[config.mk]
export PLATFORM = sky130hd
export DESIGN_NAME = seqpf_cache
export DESIGN_NICKNAME = d
export VERILOG_FILES = /design/src/rtl/seqpf_pkg.sv /design/src/rtl/seqpf_tag_store.sv /design/src/rtl/seqpf_way_match.sv /design/src/rtl/seqpf_cache.sv
export SDC_FILE = /design/constraint.sdc
export NUM_CORES = 1
export LEC_CHECK = 0
export ABC_AREA = 1
export BUFFER_PORTS_ARGS = -buffer_cell sky130_fd_sc_hd__buf_2
export CORE_AREA = 5 5 132 134
export DETAILED_ROUTE_END_ITERATION = 8
export DIE_AREA = 0 0 137 139
export PLACE_DENSITY = 0.83
export SLEW_MARGIN = 0
export SYNTH_ARGS = -nofsm -noshare
export SYNTH_HDL_FRONTEND = slang
export SYNTH_SLANG_ARGS = --single-unit
[constraint.sdc]
create_clock -name clk -period 2.7 [get_ports clk]
set_clock_uncertainty 0.05 [all_clocks]
set_input_delay 0.27 -clock clk [delete_from_list [all_inputs] [get_ports clk]]
set_output_delay 0.27 -clock clk [all_outputs]
set_load 0.02 [all_outputs]
[src/rtl/seqpf_pkg.sv]
package seqpf_pkg;
  typedef enum logic [0:0] {
    ST_IDLE = 1'b0,
    ST_PF   = 1'b1
  } seqpf_state_e;
endpackage

[src/rtl/seqpf_tag_store.sv]
module seqpf_tag_store #(
  parameter int SETS  = 8,
  parameter int WAYS  = 1,
  parameter int TAG_W = 9,
  parameter int IDX_W = 3,
  parameter int WAY_W = 1
) (
  input  logic                   clk,
  input  logic                   rst,
  input  logic [IDX_W-1:0]       set_idx,
  output logic [WAYS-1:0]        row_valid,
  output logic [WAYS-1:0]        row_pf,
  output logic [WAYS*TAG_W-1:0]  row_tag,
  output logic [WAYS*WAY_W-1:0]  row_age,
  input  logic                   wr_en,
  input  logic [WAY_W-1:0]       wr_way,
  input  logic                   wr_fill,
  input  logic [TAG_W-1:0]       wr_tag,
  input  logic                   wr_pf_set,
  input  logic                   wr_pf_clr
);
  logic [WAYS-1:0]  valid_q [SETS];
  logic [WAYS-1:0]  pf_q    [SETS];
  logic [WAY_W-1:0] age_q   [SETS][WAYS];
  logic [WAY_W-1:0] cur_age;

  assign cur_age   = age_q[set_idx][wr_way];
  assign row_valid = valid_q[set_idx];
  assign row_pf    = pf_q[set_idx];

  // Tag arrays: one plain RAM per way, no reset, single write port.
  for (genvar w = 0; w < WAYS; w++) begin : g_way
    logic [TAG_W-1:0] tag_mem [SETS];
    always_ff @(posedge clk) begin
      if (wr_en && wr_fill && (wr_way == WAY_W'(w)))
        tag_mem[set_idx] <= wr_tag;
    end
    assign row_tag[w*TAG_W +: TAG_W] = tag_mem[set_idx];
    assign row_age[w*WAY_W +: WAY_W] = age_q[set_idx][w];
  end

  // Valid, prefetch flag and recency age per line.
  always_ff @(posedge clk) begin
    if (rst) begin
      for (int s = 0; s < SETS; s++) begin
        valid_q[s] <= '0;
        pf_q[s]    <= '0;
        for (int w = 0; w < WAYS; w++) age_q[s][w] <= WAY_W'(w);
      end
    end else if (wr_en) begin
      for (int w = 0; w < WAYS; w++) begin
        if (WAY_W'(w) == wr_way)
          age_q[set_idx][w] <= '0;
        else if (age_q[set_idx][w] < cur_age)
          age_q[set_idx][w] <= age_q[set_idx][w] + WAY_W'(1);
      end
      if (wr_fill) begin
        valid_q[set_idx][wr_way] <= 1'b1;
        pf_q[set_idx][wr_way]    <= wr_pf_set;
      end else if (wr_pf_clr) begin
        pf_q[set_idx][wr_way]    <= 1'b0;
      end
    end
  end
endmodule

[src/rtl/seqpf_way_match.sv]
module seqpf_way_match #(
  parameter int WAYS  = 1,
  parameter int TAG_W = 9,
  parameter int WAY_W = 1
) (
  input  logic [WAYS-1:0]       row_valid,
  input  logic [WAYS-1:0]       row_pf,
  input  logic [WAYS*TAG_W-1:0] row_tag,
  input  logic [WAYS*WAY_W-1:0] row_age,
  input  logic [TAG_W-1:0]      look_tag,
  output logic                  hit,
  output logic [WAY_W-1:0]      hit_way,
  output logic                  hit_pf,
  output logic [WAY_W-1:0]      vic_way
);
  localparam logic [WAY_W-1:0] OLDEST = WAY_W'(WAYS - 1);

  logic             any_free;
  logic [WAY_W-1:0] free_way;
  logic [WAY_W-1:0] old_way;

  always_comb begin
    hit     = 1'b0;
    hit_way = '0;
    hit_pf  = 1'b0;
    for (int w = 0; w < WAYS; w++) begin
      if (row_valid[w] && (row_tag[w*TAG_W +: TAG_W] == look_tag)) begin
        hit     = 1'b1;
        hit_way = WAY_W'(w);
        hit_pf  = row_pf[w];
      end
    end
  end

  always_comb begin
    any_free = 1'b0;
    free_way = '0;
    for (int w = WAYS - 1; w >= 0; w--) begin
      if (!row_valid[w]) begin
        any_free = 1'b1;
        free_way = WAY_W'(w);
      end
    end
    old_way = '0;
    for (int w = 0; w < WAYS; w++) begin
      if (row_age[w*WAY_W +: WAY_W] == OLDEST) old_way = WAY_W'(w);
    end
    vic_way = any_free ? free_way : old_way;
  end
endmodule

[src/rtl/seqpf_cache.sv]
module seqpf_cache
  import seqpf_pkg::*;
#(
  parameter int ADDR_W = 12,
  parameter int SETS   = 8,
  parameter int WAYS   = 1,
  parameter int CNT_W  = 16
) (
  input  logic              clk,
  input  logic              rst,
  input  logic              mode_pf_on_hit,
  input  logic              req_valid,
  output logic              req_ready,
  input  logic [ADDR_W-1:0] req_addr,
  output logic              resp_valid,
  output logic              resp_hit,
  output logic [CNT_W-1:0]  cnt_hit,
  output logic [CNT_W-1:0]  cnt_miss,
  output logic [CNT_W-1:0]  cnt_pf_issued,
  output logic [CNT_W-1:0]  cnt_pf_used
);
  localparam int IDX_BITS = $clog2(SETS);
  localparam int IDX_W    = (IDX_BITS > 0) ? IDX_BITS : 1;
  localparam int TAG_W    = ADDR_W - IDX_BITS;
  localparam int WAY_W    = (WAYS > 1) ? $clog2(WAYS) : 1;

  seqpf_state_e      state_q;
  logic [ADDR_W-1:0] pf_addr_q;
  logic [ADDR_W-1:0] op_addr;
  logic [IDX_W-1:0]  op_set;
  logic [TAG_W-1:0]  op_tag;
  logic              in_pf, accept, trigger;

  logic [WAYS-1:0]       row_valid, row_pf;
  logic [WAYS*TAG_W-1:0] row_tag;
  logic [WAYS*WAY_W-1:0] row_age;
  logic                  hit, hit_pf;
  logic [WAY_W-1:0]      hit_way, vic_way;

  logic                  wr_en, wr_fill, wr_pf_clr;
  logic [WAY_W-1:0]      wr_way;

  assign in_pf     = (state_q == ST_PF);
  assign req_ready = (state_q == ST_IDLE);
  assign accept    = req_valid && req_ready;
  assign op_addr   = in_pf ? pf_addr_q : req_addr;
  assign op_tag    = op_addr[ADDR_W-1:IDX_BITS];

  if (IDX_BITS > 0) begin : g_idx
    assign op_set = op_addr[IDX_W-1:0];
  end else begin : g_noidx
    assign op_set = '0;
  end

  seqpf_tag_store #(
    .SETS(SETS), .WAYS(WAYS), .TAG_W(TAG_W), .IDX_W(IDX_W), .WAY_W(WAY_W)
  ) u_store (
    .clk       (clk),
    .rst       (rst),
    .set_idx   (op_set),
    .row_valid (row_valid),
    .row_pf    (row_pf),
    .row_tag   (row_tag),
    .row_age   (row_age),
    .wr_en     (wr_en),
    .wr_way    (wr_way),
    .wr_fill   (wr_fill),
    .wr_tag    (op_tag),
    .wr_pf_set (in_pf),
    .wr_pf_clr (wr_pf_clr)
  );

  seqpf_way_match #(
    .WAYS(WAYS), .TAG_W(TAG_W), .WAY_W(WAY_W)
  ) u_match (
    .row_valid (row_valid),
    .row_pf    (row_pf),
    .row_tag   (row_tag),
    .row_age   (row_age),
    .look_tag  (op_tag),
    .hit       (hit),
    .hit_way   (hit_way),
    .hit_pf    (hit_pf),
    .vic_way   (vic_way)
  );

  // One lookup per cycle: demand in IDLE, queued prefetch in PF.
  assign wr_en     = accept || (in_pf && !hit);
  assign wr_fill   = !hit;
  assign wr_way    = hit ? hit_way : vic_way;
  assign wr_pf_clr = accept && hit && hit_pf;
  assign trigger   = accept && (!hit || (mode_pf_on_hit && hit_pf));

  always_ff @(posedge clk) begin
    if (rst) begin
      state_q       <= ST_IDLE;
      pf_addr_q     <= '0;
      resp_valid    <= 1'b0;
      resp_hit      <= 1'b0;
      cnt_hit       <= '0;
      cnt_miss      <= '0;
      cnt_pf_issued <= '0;
      cnt_pf_used   <= '0;
    end else begin
      resp_valid <= accept;
      if (accept) begin
        resp_hit <= hit;
        if (hit) cnt_hit  <= cnt_hit + CNT_W'(1);
        else     cnt_miss <= cnt_miss + CNT_W'(1);
        if (hit && hit_pf) cnt_pf_used <= cnt_pf_used + CNT_W'(1);
      end
      if (in_pf && !hit) cnt_pf_issued <= cnt_pf_issued + CNT_W'(1);
      case (state_q)
        ST_IDLE: if (trigger) begin
          state_q   <= ST_PF;
          pf_addr_q <= req_addr + ADDR_W'(1);
        end
        default: state_q <= ST_IDLE;
      endcase
    end
  end
endmodule

Yosys cells after proc, flatten, opt, wreduce, memory -nomap -nowiden
Memory sizes are Yosys's and may differ from the RTL's.
Index checks and enable logic that the tools add are counted.
{"block": "classes", "n_addsub": 5, "n_eq_ne": 1, "n_mux": 24, "bitwise_logic": 3, "reduce_logical": 19}
{"operator": "16-bit by 1-bit adder with 16-bit output (second input constant)", "n": 4}
{"operator": "1-bit 2-to-1 mux", "n": 21}
{"operator": "12-bit by 1-bit adder with 12-bit output (second input constant)", "n": 1}
{"operator": "12-bit 2-to-1 mux", "n": 1}
{"operator": "9-bit == test", "n": 1}
{"operator": "1-bit logical AND", "n": 9}
{"operator": "2-bit AND reduction", "n": 4}
{"operator": "3-bit 2-to-1 mux", "n": 2}
{"operator": "1-bit logical OR", "n": 2}
{"operator": "1-bit NOT", "n": 2}
{"operator": "1-bit OR reduction", "n": 2}
{"operator": "2-bit OR reduction", "n": 1}
{"operator": "1-bit zero test", "n": 1}
{"operator": "1-bit bitwise OR", "n": 1}
{"block": "totals", "reg_bits": 79, "ramBits": 88, "in_bits": 16, "out_inout_bits": 67, "elab_cells": 63, "memories": 3}
{"name": "u_store.g_way[0].tag_mem", "words": 8, "word_bits": 9, "rd": 1, "rd_ports_with_merged_regs": 0, "write_ports": 1, "line": "seqpf_tag_store.sv:33", "source": "logic [TAG_W-1:0] tag_mem [SETS];"}
{"name": "u_store.pf_q", "words": 8, "word_bits": 1, "rd": 1, "rd_ports_with_merged_regs": 0, "write_ports": 8, "line": "seqpf_tag_store.sv:23", "source": "logic [WAYS-1:0] pf_q [SETS];"}
{"name": "u_store.valid_q", "words": 8, "word_bits": 1, "rd": 1, "rd_ports_with_merged_regs": 0, "write_ports": 8, "line": "seqpf_tag_store.sv:22", "source": "logic [WAYS-1:0] valid_q [SETS];"}

Depth between registers and ports, before layout
An unclocked memory read counts as a cell.
{"block": "logic_depth", "ltp_word": 15, "ltp_mapped": 21, "depth_no_buf": 20}

By module
From an unflattened synthesis, not the netlist that was laid out.
{"block": "hier_totals", "cells_unflattened": 1109, "area_unflattened_um2": 8170.3}
{"module": "seqpf_cache", "instances": 1, "cells_each": 633, "area_per_inst_um2": 4021.4, "seq_area_each_um2": 1581.5}
{"module": "seqpf_tag_store", "instances": 1, "cells_each": 422, "area_per_inst_um2": 3931.3, "seq_area_each_um2": 2562.5}
{"module": "seqpf_way_match", "instances": 1, "cells_each": 54, "area_per_inst_um2": 217.7, "seq_area_each_um2": 0.0}

Worst setup path before layout
No wires, ideal clock.
{"block": "synth_path", "kind": "register to register", "from": "register state_q (netlist: in_pf)", "to": "memory u_store.g_way[0].tag_mem[2][0] (enable)", "setup_time_ns": 0.374, "arrival_ns": 2.233, "required_time_ns": 2.276, "setup_slack_ns": 0.043, "stages_incl_launch_ff": 11, "n_path_buf": 3, "period_less_slack_ns": 2.657, "cell_sequence": "dfxtp_1 buf_6 buf_4 buf_4 o21ai_0 o21ai_1 nand3_1 nor2_4 inv_2 o21ai_4 nor2_1"}
{"block": "synth_via", "word_cells_on_any_way": 14, "classes_between": "eq/ne: 1; mux: 4; bitwise: 1; reduce/logical: 6; memory: 2"}
{"item": "from (decl)", "line": "seqpf_cache.sv:27", "source": "seqpf_state_e state_q;"}
{"item": "from (signal assigned)", "line": "seqpf_cache.sv:96", "source": "state_q <= ST_IDLE;"}
{"item": "from (signal assigned)", "line": "seqpf_cache.sv:115", "source": "state_q <= ST_PF;"}
{"item": "from (signal assigned)", "line": "seqpf_cache.sv:118", "source": "default: state_q <= ST_IDLE;"}
{"item": "12-bit 2-to-1 mux *", "line": "seqpf_cache.sv:46", "source": "assign op_addr = in_pf ? pf_addr_q : req_addr;"}
{"item": "via op_addr[9]", "line": "seqpf_cache.sv:29", "source": "logic [ADDR_W-1:0] op_addr;"}
{"item": "9-bit == test *", "line": "seqpf_way_match.sv:27", "source": "if (row_valid[w] && (row_tag[w*TAG_W +: TAG_W] == look_tag)) begin"}
{"item": "1-bit logical AND *", "line": "seqpf_way_match.sv:27"}
{"item": "1-bit 2-to-1 mux *", "line": "seqpf_way_match.sv:27"}
{"item": "1-bit zero test *", "line": "seqpf_cache.sv:88, seqpf_cache.sv:89"}
{"item": "1-bit logical AND", "line": "seqpf_cache.sv:88", "source": "assign wr_en = accept || (in_pf && !hit);"}
{"item": "1-bit logical OR", "line": "seqpf_cache.sv:88"}
{"item": "1-bit logical AND *", "line": "seqpf_tag_store.sv:35", "source": "if (wr_en && wr_fill && (wr_way == WAY_W'(w)))"}
{"item": "1-bit 2-to-1 mux *", "line": "seqpf_tag_store.sv:35"}
{"item": "1-bit 2-to-1 mux (implied by the code) *", "line": "seqpf_tag_store.sv:36", "source": "tag_mem[set_idx] <= wr_tag;"}
{"item": "to (decl)", "line": "seqpf_tag_store.sv:33"}
The timed path passes the listed nets; every way through them passes the cells marked *.

==> results <==
- After technology mapping, the gate count stands at 1071.
- The net switching component of the power is 1.56 mW.
- The number of synthesized register bits is 167.
- The category of the most critical setup path is flip-flop to flip-flop.
- The die outline width is 137 um.
- During synthesis, Yosys emitted a total of 0 warnings.
- Ranked by total cell area, the synthesized netlist is headed by sky130_fd_sc_hd__edfxtp_1 28%, sky130_fd_sc_hd__dfxtp_1 21%, sky130_fd_sc_hd__nand2_1 15%, sky130_fd_sc_hd__nand3_1 5.1%, sky130_fd_sc_hd__nor2_1 4.6%.
- Relative to the synthesized area, the layout overhead comes to 24.2%.
- The origin of the worst min-delay path is req_valid.
- The max-slew violation count is 0.
- In the synthesized netlist the async set-or-reset flop fraction comes to 0%.
- The minimum setup slack after placement is -0.111 ns.
- The post-layout utilization of the core is 65.1%.
- Measured against its own limit, the worst slew margin works out to 47.4%.
- The average cell area after synthesis is 7.92 um2.
- The total I/O pin count is 83.
- The cell area after placement is 9460 um2.
- The commonest cells after synthesis are 338 x sky130_fd_sc_hd__nand2_1, 103 x sky130_fd_sc_hd__nor2_1, 101 x sky130_fd_sc_hd__inv_1.
- The height of the die is 139 um.
- Counting I/O delays and the setup requirement, the final critical path takes 2.82 ns.
- The count of H-tree levels built during CTS is 4.
- The synthesized design contains 80 enable-type register cells.
- The endpoint kind of the worst setup timing path is a flip-flop.
- The largest fanout of any net on the critical path is 8.
- Max-cap violations in this run came to 0.
- The total number of vias is 7947.
- The number of unique standard cell types used by synthesis is 34.
- The per-cell via count in the routed design is 5.48.
- Clock latency on the worst-skew pair, taken at its later pin, is 0.43 ns.
- Derived from the worst setup path, the maximum achievable clock frequency is 354 MHz.
- The cell-internal power is 4.53 mW.
- The number of global-route vias before repair is 7469.
- The total global routing overflow is 0.
- The largest net degree at the start of global routing is 47.
- Once layout is done, the placed cells without fillers occupy 10500 um2.
- The share of power burned in the clock network is 40.4%.
- The congestion estimate from routability-driven global placement came to 0.907.
- VDD sags by at most 0.000439 V.
- The HPWL after detailed placement is 15000 um.
- The post-CTS clock slew at the launch and capture registers of the worst setup and hold paths is 0.06 ns.
- The min-delay analysis places its worst path in the category input port to flip-flop.
- The leading register cell type out of synthesis is sky130_fd_sc_hd__dfxtp_1.
- After layout, the worst setup slack is -0.123 ns.
- The fraction of final layout cells with drive strength greater than 1 is 21.3%.
- The root buffer cell is sky130_fd_sc_hd__clkbuf_16.
- After the first detailed-routing iteration, the DRC count stood at 733.
- Before antenna repair, the detailed router went through 8 iterations.
- Sequential cells account for 45.6% of the total power.
- The flow ran to the end, but the final reports show violations.
- Input and output buffers added on the ports amount to 82.
- The critical path launch point is in_pf$_SDFF_PP0_.
- After the last flow step, the layout net total stands at 1236.
- The worst-margin pin slew is 0.788 ns.
- The initial cell density of the core is 52.4%.
- Net switching is 25.6% of the power.
- Summed over all layers, the routed wires come to 23400 um.
- Clock tree synthesis inserted a total of 17 buffers.
- The worst hold slack is 0.140 ns.
- The combinational fraction of design power is 14.0%.
- The number of DRC violations after detailed routing is 0.
- The hold violation count in the final report is 0.
- Of the available clock period, the critical path in the final layout requires 105%.
- After synthesis, flip-flops and latches occupy 48.9% of the total area.
- The required time of the critical path is 2.81 ns.
- Setup repair after global routing could not meet its margin everywhere.
- When the netlist entered floorplanning its net count stood at 1092.
- Buffers inserted to repair hold after CTS numbered 0.
- The cell leakage power is 4.28 nW.
- The first-pass GRT wire length is 36300 um.
- The most frequent cell after synthesis is sky130_fd_sc_hd__nand2_1.
- The number of setup violations in the final report is 148.
- Dividing the detail-routed wire length by the instance count gives 16.2 um.
- The standard cell core area is 16200 um2.
- The summed instance area of the synthesized netlist is 8480 um2.
- The checks that failed: setup timing.
- The initial antenna violation count is 2.
- The clock net in this run drives a total of 167 sinks.
- The clock tree buffer depth is 2.
- The share of the synthesized area in the top cell type is 28.3%.
- The worst setup path is launched from a flip-flop.
- The power density over cell area is 578 nW/um2.
- The synthesized design spends more area on one cell type than any other, namely sky130_fd_sc_hd__edfxtp_1.
- The remaining antenna violation count is 0.
- The overall fraction of global-route tracks in use is 23.6%.
- TritonCTS built the clock tree.
- The startpoint identified for the worst register-to-register timing path is in_pf$_SDFF_PP0_.
- The area of the die is 19000 um2.
- In this run the core area contains 47 standard-cell rows.
- The data arrival time of the critical path is 2.93 ns.
cells by family after synthesis:
| group | synth area share [%] |
|---|---|
| AOI/OAI and AO/OA | 6.61 |
| adders and majority gates | 0.738 |
| buffers and inverters | 7.55 |
| DFF | 48.9 |
| xor gates and xnor gates | 5.47 |
| and+or+nand+nor | 30.8 |
worst paths after layout:
| kind | end | slack, ns | cells past startpoint |
|---|---|---|---|
| worst min register to register | u_store.valid_q[4]$_DFF_P_ | 0.42 | 2 |
| worst min-delay path | resp_valid$_SDFF_PP0_ | 0.14 | 3 |
| worst max register to register | u_store.pf_q[4]$_SDFFCE_PN0P_ | -0.12 | 20 |
| worst max-delay path | u_store.pf_q[4]$_SDFFCE_PN0P_ | -0.12 | 20 |
worst max-delay path, stage by stage (launching register included):
cell and delay (ns):
sky130_fd_sc_hd__dfxtp_2 0.33, sky130_fd_sc_hd__buf_8 0.14, sky130_fd_sc_hd__inv_8 0.10, sky130_fd_sc_hd__nand2_4 0.07, sky130_fd_sc_hd__nand2_8 0.14, sky130_fd_sc_hd__clkbuf_16 0.17
sky130_fd_sc_hd__nand2_1 0.05, sky130_fd_sc_hd__nand2_1 0.09, sky130_fd_sc_hd__nand2_1 0.07, sky130_fd_sc_hd__nand2_1 0.09, sky130_fd_sc_hd__nand2_1 0.09, sky130_fd_sc_hd__nand2_2 0.11
sky130_fd_sc_hd__nand2_1 0.06, sky130_fd_sc_hd__nor2_1 0.10, sky130_fd_sc_hd__nand3_1 0.13, sky130_fd_sc_hd__nor2_4 0.22, sky130_fd_sc_hd__inv_4 0.10, sky130_fd_sc_hd__o21ai_4 0.11
sky130_fd_sc_hd__nand2_4 0.12, sky130_fd_sc_hd__nand3b_1 0.13, sky130_fd_sc_hd__nand2_1 0.08
registers in the layout (all words and copies together), names as in the netlist:
| name | flops |
|---|---|
| resp_valid | 1 |
| u_store.valid_q | 8 |
| cnt_pf_used | 16 |
| pf_addr_q | 12 |
| in_pf | 1 |
| resp_hit | 1 |
| cnt_miss | 16 |
| cnt_pf_issued | 16 |
| u_store.pf_q | 8 |
| u_store.g_way.tag_mem | 72 |
| cnt_hit | 16 |
cell usage in the layout, fill, tap and decap left out, types with 2 or more instances in the layout:
| cell type | instances |
|---|---|
| sky130_fd_sc_hd__o21ai_1 | 6 |
| sky130_fd_sc_hd__nand4_1 | 4 |
| sky130_fd_sc_hd__clkinv_4 | 4 |
| sky130_fd_sc_hd__inv_1 | 100 |
| sky130_fd_sc_hd__o22ai_1 | 3 |
| sky130_fd_sc_hd__nand3b_1 | 9 |
| sky130_fd_sc_hd__nor4_1 | 9 |
| sky130_fd_sc_hd__a21oi_1 | 52 |
| sky130_fd_sc_hd__bufinv_16 | 3 |
| sky130_fd_sc_hd__ha_1 | 5 |
| sky130_fd_sc_hd__nor2_2 | 3 |
| sky130_fd_sc_hd__buf_4 | 52 |
| sky130_fd_sc_hd__o21ai_2 | 7 |
| sky130_fd_sc_hd__nor2_1 | 100 |
| sky130_fd_sc_hd__nand2_2 | 21 |
| sky130_fd_sc_hd__nor2_8 | 2 |
| sky130_fd_sc_hd__nand3_1 | 80 |
| sky130_fd_sc_hd__nand3_2 | 7 |
| sky130_fd_sc_hd__nand2_1 | 319 |
| sky130_fd_sc_hd__buf_6 | 11 |
| sky130_fd_sc_hd__nand2_4 | 10 |
| sky130_fd_sc_hd__clkbuf_1 | 4 |
| sky130_fd_sc_hd__buf_16 | 2 |
| sky130_fd_sc_hd__dfxtp_1 | 86 |
| sky130_fd_sc_hd__inv_2 | 2 |
| sky130_fd_sc_hd__edfxtp_1 | 80 |
| sky130_fd_sc_hd__o21ai_0 | 27 |
| sky130_fd_sc_hd__a21oi_2 | 7 |
| sky130_fd_sc_hd__nor3_1 | 28 |
| sky130_fd_sc_hd__clkinvlp_4 | 4 |
| sky130_fd_sc_hd__buf_12 | 8 |
| sky130_fd_sc_hd__xor2_1 | 34 |
| sky130_fd_sc_hd__nor2_4 | 3 |
| sky130_fd_sc_hd__nand2_8 | 3 |
| sky130_fd_sc_hd__clkbuf_16 | 19 |
| sky130_fd_sc_hd__buf_2 | 82 |
| sky130_fd_sc_hd__xnor2_1 | 19 |
cell type report:
| type | instances | area (um2) |
|---|---|---|
| Multi-Input combinational cell | 763 | 3890 |
| Clock buffer | 21 | 440 |
| Timing Repair Buffer | 158 | 1200 |
| Antenna cell | 1 | 2.50 |
| Tap cell | 220 | 275 |
| Timing Repair inverter | 2 | 12.5 |
| Inverter | 106 | 417 |
| Sequential cell | 167 | 4150 |
| Clock inverter | 11 | 149 |
| Fill cell | 1211 | 5640 |
power by group through the flow:
stage,Sequential (mW),Combinational [mW],Clock [mW]
after floorplan,2.83,0.427,0
after global placement,2.83,0.669,0
after detailed placement,2.83,0.685,0
after CTS,2.77,0.751,2.48
after global routing,2.78,0.918,2.60
final,2.78,0.852,2.46
per-stage QoR:
stage          std cells  power [mW]  setup TNS (ns)
2_1_floorplan       1071        3.26               0
6_report            1449        6.09           -6.64
3_5_place_dp        1396        3.51           -1.35
4_1_cts             1440        6.00               0
5_1_grt             1449        6.30          -20.10
3_3_place_gp        1396        3.50               0
what timing repair did:
action                     in CTS  in global routing
buffers inserted                8                  5
gates cloned                    4                  3
resized for setup              27                 46
setup endpoints to repair      73                172
pin swaps                      15                 25
per-layer routing:
layer	part of all wire (%)	track usage, %	vias up
met5	0.047	0	-
met4	4.2	7.77	2
met3	9.0	5.73	101
met2	47	38.2	465
met1	40	30.9	3626
li1	-	-	3753
(Power assumes the default switching activity.)
